<file path="src/rtl/cmpf_pkg.sv">
package cmpf_pkg;
  typedef enum logic [2:0] {
    OP_SREG = 3'd0,
    OP_SIMM = 3'd1,
    OP_UREG = 3'd2,
    OP_UIMM = 3'd3,
    OP_REC  = 3'd4
  } cmpf_op_e;

  localparam int FLD_LT = 3;
  localparam int FLD_GT = 2;
  localparam int FLD_EQ = 1;
  localparam int FLD_SO = 0;
  localparam int FLD_W  = 4;
endpackage

</file>
<file path="src/rtl/cmpf_operand_sel.sv">
module cmpf_operand_sel
  import cmpf_pkg::*;
#(
  parameter int DATA_W = 32,
  parameter int IMM_W  = 16
) (
  input  cmpf_op_e            op,
  input  logic [DATA_W-1:0]   a,
  input  logic [DATA_W-1:0]   b,
  input  logic [IMM_W-1:0]    imm,
  output logic [DATA_W-1:0]   lhs,
  output logic [DATA_W-1:0]   rhs,
  output logic                signed_mode
);
  localparam int EXT_W = DATA_W - IMM_W;
  localparam logic [DATA_W-1:0] SIGN_BIAS = {1'b1, {(DATA_W-1){1'b0}}};

  function automatic logic [DATA_W-1:0] f_sext(input logic [IMM_W-1:0] v);
    return {{EXT_W{v[IMM_W-1]}}, v};
  endfunction

  function automatic logic [DATA_W-1:0] f_zext(input logic [IMM_W-1:0] v);
    return {{EXT_W{1'b0}}, v};
  endfunction

  logic [DATA_W-1:0] rhs_raw;
  logic [DATA_W-1:0] bias;

  always_comb begin
    case (op)
      OP_SREG, OP_UREG: rhs_raw = b;
      OP_SIMM:          rhs_raw = f_sext(imm);
      OP_UIMM:          rhs_raw = f_zext(imm);
      default:          rhs_raw = '0;
    endcase
    signed_mode = (op == OP_SREG) || (op == OP_SIMM) || (op == OP_REC);
    bias = signed_mode ? SIGN_BIAS : '0;
    lhs  = a ^ bias;
    rhs  = rhs_raw ^ bias;
  end
endmodule

</file>
<file path="src/rtl/cmpf_carry_cmp.sv">
module cmpf_carry_cmp #(
  parameter int DATA_W = 32
) (
  input  logic [DATA_W-1:0] lhs,
  input  logic [DATA_W-1:0] rhs,
  output logic              lt,
  output logic              eq
);
  function automatic logic f_carry_lt(input logic [DATA_W-1:0] x,
                                      input logic [DATA_W-1:0] y);
    logic [DATA_W:0] s;
    s = {1'b0, ~x} + {1'b0, y};
    return s[DATA_W];
  endfunction

  always_comb begin
    lt = f_carry_lt(lhs, rhs);
    eq = ~|(lhs ^ rhs);
  end

  always_comb begin
    if (eq) AST_EQ_EXCLUDES_LT: assert (!lt);
  end
endmodule

</file>
<file path="src/rtl/cmpf_field_enc.sv">
module cmpf_field_enc
  import cmpf_pkg::*;
(
  input  logic             lt,
  input  logic             eq,
  input  logic             so,
  output logic [FLD_W-1:0] field
);
  always_comb begin
    field = '0;
    field[FLD_SO] = so;
    if (eq)      field[FLD_EQ] = 1'b1;
    else if (lt) field[FLD_LT] = 1'b1;
    else         field[FLD_GT] = 1'b1;
  end
endmodule

</file>
<file path="src/rtl/cmp_field_gen.sv">
module cmp_field_gen
  import cmpf_pkg::*;
#(
  parameter int DATA_W = 32,
  parameter int IMM_W  = 16,
  parameter int IDX_W  = 3
) (
  input  logic              clk,
  input  logic              rst_n,
  input  logic              in_valid,
  input  logic [2:0]        op_sel,
  input  logic [DATA_W-1:0] opnd_a,
  input  logic [DATA_W-1:0] opnd_b,
  input  logic [IMM_W-1:0]  imm,
  input  logic              so_flag,
  input  logic [IDX_W-1:0]  dest_idx,
  output logic              out_valid,
  output logic [IDX_W-1:0]  out_idx,
  output logic [FLD_W-1:0]  out_field
);
  cmpf_op_e          op;
  logic              op_legal;
  logic              accept;
  logic [DATA_W-1:0] lhs;
  logic [DATA_W-1:0] rhs;
  logic              signed_mode;
  logic              cmp_lt;
  logic              cmp_eq;
  logic [FLD_W-1:0]  field_nxt;
  logic [IDX_W-1:0]  idx_nxt;

  assign op       = cmpf_op_e'(op_sel);
  assign op_legal = (op_sel <= 3'(OP_REC));
  assign accept   = in_valid && op_legal;
  assign idx_nxt  = (op == OP_REC) ? '0 : dest_idx;

  cmpf_operand_sel #(.DATA_W(DATA_W), .IMM_W(IMM_W)) u_sel (
    .op(op), .a(opnd_a), .b(opnd_b), .imm(imm),
    .lhs(lhs), .rhs(rhs), .signed_mode(signed_mode)
  );

  cmpf_carry_cmp #(.DATA_W(DATA_W)) u_cmp (
    .lhs(lhs), .rhs(rhs), .lt(cmp_lt), .eq(cmp_eq)
  );

  cmpf_field_enc u_enc (
    .lt(cmp_lt), .eq(cmp_eq), .so(so_flag), .field(field_nxt)
  );

  always_ff @(posedge clk) begin
    if (!rst_n) begin
      out_valid <= 1'b0;
      out_idx   <= '0;
      out_field <= '0;
    end else begin
      out_valid <= accept;
      if (accept) begin
        out_idx   <= idx_nxt;
        out_field <= field_nxt;
      end
    end
  end

  AST_ONE_ORDER_FLAG: assert property (@(posedge clk) disable iff (!rst_n)
    out_valid |-> $countones(out_field[FLD_LT:FLD_EQ]) == 1);
  AST_SO_COPIED: assert property (@(posedge clk) disable iff (!rst_n)
    accept |=> out_field[FLD_SO] == $past(so_flag));
  AST_REC_FIELD0: assert property (@(posedge clk) disable iff (!rst_n)
    (in_valid && op_sel == 3'(OP_REC)) |=> out_idx == '0);
  AST_SINGLE_PULSE: assert property (@(posedge clk) disable iff (!rst_n)
    !in_valid |=> !out_valid);
  AST_ILLEGAL_QUIET: assert property (@(posedge clk) disable iff (!rst_n)
    (in_valid && op_sel > 3'(OP_REC)) |=> !out_valid);
  AST_REC_SIGNED: assert property (@(posedge clk) disable iff (!rst_n)
    (in_valid && op_sel == 3'(OP_REC)) |-> signed_mode);
endmodule

</file>
<file path="config.mk">
export PLATFORM = sky130hd
export DESIGN_NAME = cmp_field_gen
export DESIGN_NICKNAME = d
export VERILOG_FILES = /design/src/rtl/cmpf_pkg.sv /design/src/rtl/cmpf_operand_sel.sv /design/src/rtl/cmpf_carry_cmp.sv /design/src/rtl/cmpf_field_enc.sv /design/src/rtl/cmp_field_gen.sv
export SDC_FILE = /design/constraint.sdc
export NUM_CORES = 1
export LEC_CHECK = 0
export ABC_AREA = 1
export CORE_MARGIN = 5
export CORE_UTILIZATION = 36
export DETAILED_ROUTE_END_ITERATION = 7
export PLACE_DENSITY = 0.79
export SETUP_SLACK_MARGIN = 0.3
export SYNTH_ARGS = -nofsm -noshare
export SYNTH_HDL_FRONTEND = slang
export SYNTH_SLANG_ARGS = --single-unit
</file>
<file path="constraint.sdc">
create_clock -name clk -period 1.82 [get_ports clk]
set_input_delay 0.273 -clock clk [delete_from_list [all_inputs] [get_ports clk]]
set_output_delay 0.273 -clock clk [all_outputs]
set_load 0.05 [all_outputs]
</file>
==> impl_metrics.csv <==
group,metric,value,unit
outcome,status,"finished, violations left",
outcome,violations,"setup timing",
worst_hold_path,min_to,"out_idx[0]",
timing,tightest_slew,510,ps
die,rows,25,
drt,vias,2378,
layout,fin_nets,549,
timing,fin_skew,0,ps
layout,fillCellCount,366,
drt,drtPass1Iterations,4,
critical_path,r2r-start,"out_field[1]",
pwr,finalPower,0.00122,W
clocking,clock-sinks,8,
die,dieArea,6430,um2
logic_synthesis,ys_seq_area_share,9.03,%
layout,drive_above_1_share,27.4,%
timing,fin_crit_sh,100,%
pwr,leakagePower,1.79,nW
drt,drt-initial-drc-count,68,
worst_hold_path,hold_depth,2,
logic_synthesis,synth-seq-cells,8,
logic_synthesis,synthesis.yosys.warnings,0,
die,start_util,37.3,%
clocking,cts_made_buffers,3,
layout,final_common_cell,"clkdlybuf4s50_1",
critical_path,critPathMaxStageDelay,290,ps
drt,drt-total-wl,6920,um
placement,dp_hpwl,5050,um
critical_path,rr_endpoint,"out_field[1]",
global_route,antenna_found_initial,0,
clocking,htreeDepth,1,
layout,regArea,160,um2
critical_path,worst-path-stages,13,
worst_hold_path,hp-start,"out_idx[0]",
logic_synthesis,synth.distinct_cells,26,
clocking,holdBufCountCts,0,
placement,dp.cells,470,
critical_path,critPathLaunchType,"input pin",
critical_path,setup.worst_path.end_class,"register",
critical_path,cp_slowest_cell,"ha_4",
critical_path,crit_type,"input pin to register",
clocking,clk_latency,230,ps
critical_path,ff2ff_setup_slack,1200,ps
timing,fin_ws,-1.14,ps
pwr,powerDensity,344,nW/um2
drt,ant_nets,0,
drt,drc,0,
layout,multi_input_area,1820,um2
layout,fin_area,3550,um2
timing,grt_setup_unrepaired,"yes",
global_route,overflow,0,
worst_hold_path,hold_path_class,"register to register",
critical_path,critPathBufInv,3,
global_route,grt_pass1_wl,10600,um
layout,area_delta_synth_final,100,%
logic_synthesis,syn_inst,295,
drt,routed_via_density,4.92,
placement,placed_area,3150,um2
logic_synthesis,synthesis.area,1770,um2
critical_path,crit_family,"simple AND/OR/NAND/NOR gates",
run,max_cap_violations,0,
clocking,clk_pin_slew,40,ps
clocking,cts_tree,"built",
critical_path,worstPathRequired,1930,ps
die,die_x,80.2,um
timing,drv_slew,0,
timing,hold_violations,0,
die,die_y,80.2,um
layout,final_cell_count_no_fill,483,
global_route,gr-usage-all-layers,20.2,%
clocking,clk_path_buf_depth,2,
layout,layout_common_cells,"clkdlybuf4s50_1, nand2_1, inv_1, dlygate4sd2_1, nor2_1",
layout,n_antenna_cell,0,
critical_path,crit_arrival,1930,ps
placement,portBuffers,97,
pwr,peakVddDrop,0.303,mV
timing,setup_viol,1,
die,ios,98,
global_route,grt_pass1_vias,2410,
placement,place_ws,-647,ps
global_route,grt_max_degree,15,
clocking,ctsRootBufferMaster,"clkbuf_8",
critical_path,r2r_cells,2,
timing,min_period,1820,ps
placement,gp_congestion,0.787,
logic_synthesis,avgSynthCellArea,6.01,um2
die,core,4750,um2
critical_path,cp_cell_sequence,"buf_12, clkinvlp_4, buf_12, nand3_1, nand2_2, ha_4, nand2_4, nor2_4, nand2_2, nor3_4, a21oi_2, nand3_1, a21oi_1",
logic_synthesis,synth_nets,426,
timing,fmaxAchievable,549,MHz
critical_path,worstPathMaxFanout,6,
timing,relSlewSlack,66.1,%
drt,wl_per_cell,14.3,um
[power breakdown]
group / switching [W] / total [W] / internal [W]
Clock: 0.0000725 / 0.000216 / 0.000144
Sequential: 0.00000428 / 0.000191 / 0.000187
Combinational: 0.000397 / 0.000817 / 0.000420
[registers in the layout, indices dropped and copies added (netlist names)]
| signal | cells |
|---|---|
| out_valid | 1 |
| out_field | 4 |
| out_idx | 3 |
[metal layers]
layer  share of wire (%)  global-route usage (%)
met5                   0                       0
met3                 5.9                    3.59
met2                  54                    39.0
met4                 1.6                    4.05
met1                  38                    22.7
[Yosys cell counts, drive strengths merged]
| master | instances | share of area [%] |
|---|---|---|
| nand2 | 66 | 14 |
| nor2 | 48 | 11 |
| inv | 45 | 9.5 |
| ha | 41 | 29 |
| nand3 | 24 | 6.8 |
| a21oi | 19 | 5.8 |
| o21ai | 19 | 6.0 |
| dfxtp | 8 | 9.0 |
| buf | 7 | 2.3 |
| nand4 | 7 | 2.5 |
| nor3 | 3 | 1.4 |
| a21o | 2 | 0.85 |
| clkbuf | 2 | 0.42 |
| nor2b | 1 | 0.49 |
| o21a | 1 | 0.42 |
| xnor2 | 1 | 0.49 |
| xor2 | 1 | 0.49 |
[metrics by stage]
stage | hold WS, ps | util, % | setup TNS [ps]
3_5_place_dp | 455 | 66.2 | -1880
2_1_floorplan | 409 | - | 0
4_1_cts | 458 | 70.5 | 0
6_report | 456 | 74.8 | -1.14
5_1_grt | 476 | 74.8 | -136
3_3_place_gp | 452 | 66.2 | -1860
[cell type report]
type                    count  area share, %
repair buffers            126           35.6
well taps                  67           2.36
multi-input cells         233           51.2
flip-flops and latches      8           4.51
repair inverters            1          0.211
inverters                  45           4.96
clock buffers               3           1.16
[cells by family after synthesis]
| group | Yosys count | synth area share [%] |
|---|---|---|
| compound gates | 41 | 13.0 |
| xor+xnor | 2 | 0.987 |
| fa+ha+maj | 41 | 28.9 |
| buf+inv | 54 | 12.2 |
| flops | 8 | 9.03 |
| simple gates | 149 | 35.8 |
[timing repair]
item | CTS | global route
setup endpoints to repair | 15 | 3
resized for setup | 110 | 34
gates cloned | 1 | 1
hold endpoints to repair | 0 | 0
pin swaps | 109 | 39
buffers inserted | 7 | 1
[worst max path at each step]
| stage | startpoint | end | slack [ps] |
|---|---|---|---|
| finish | op_sel[2] | out_field[2] | -1 |
| global route | opnd_b[21] | out_field[3] | -80 |
| CTS | op_sel[2] | out_field[3] | 110 |
| detailed placement | op_sel[0] | out_field[3] | -650 |
| global placement | op_sel[0] | out_field[2] | -660 |
| floorplan | op_sel[0] | out_field[3] | 100 |
[worst reg2reg max path, cell delays in order (launching register included)]
cell and delay (ps):
dfxtp_1 300, o21ai_1 140, nor2_1 60
No activity file was read; power rests on OpenSTA's default activity.
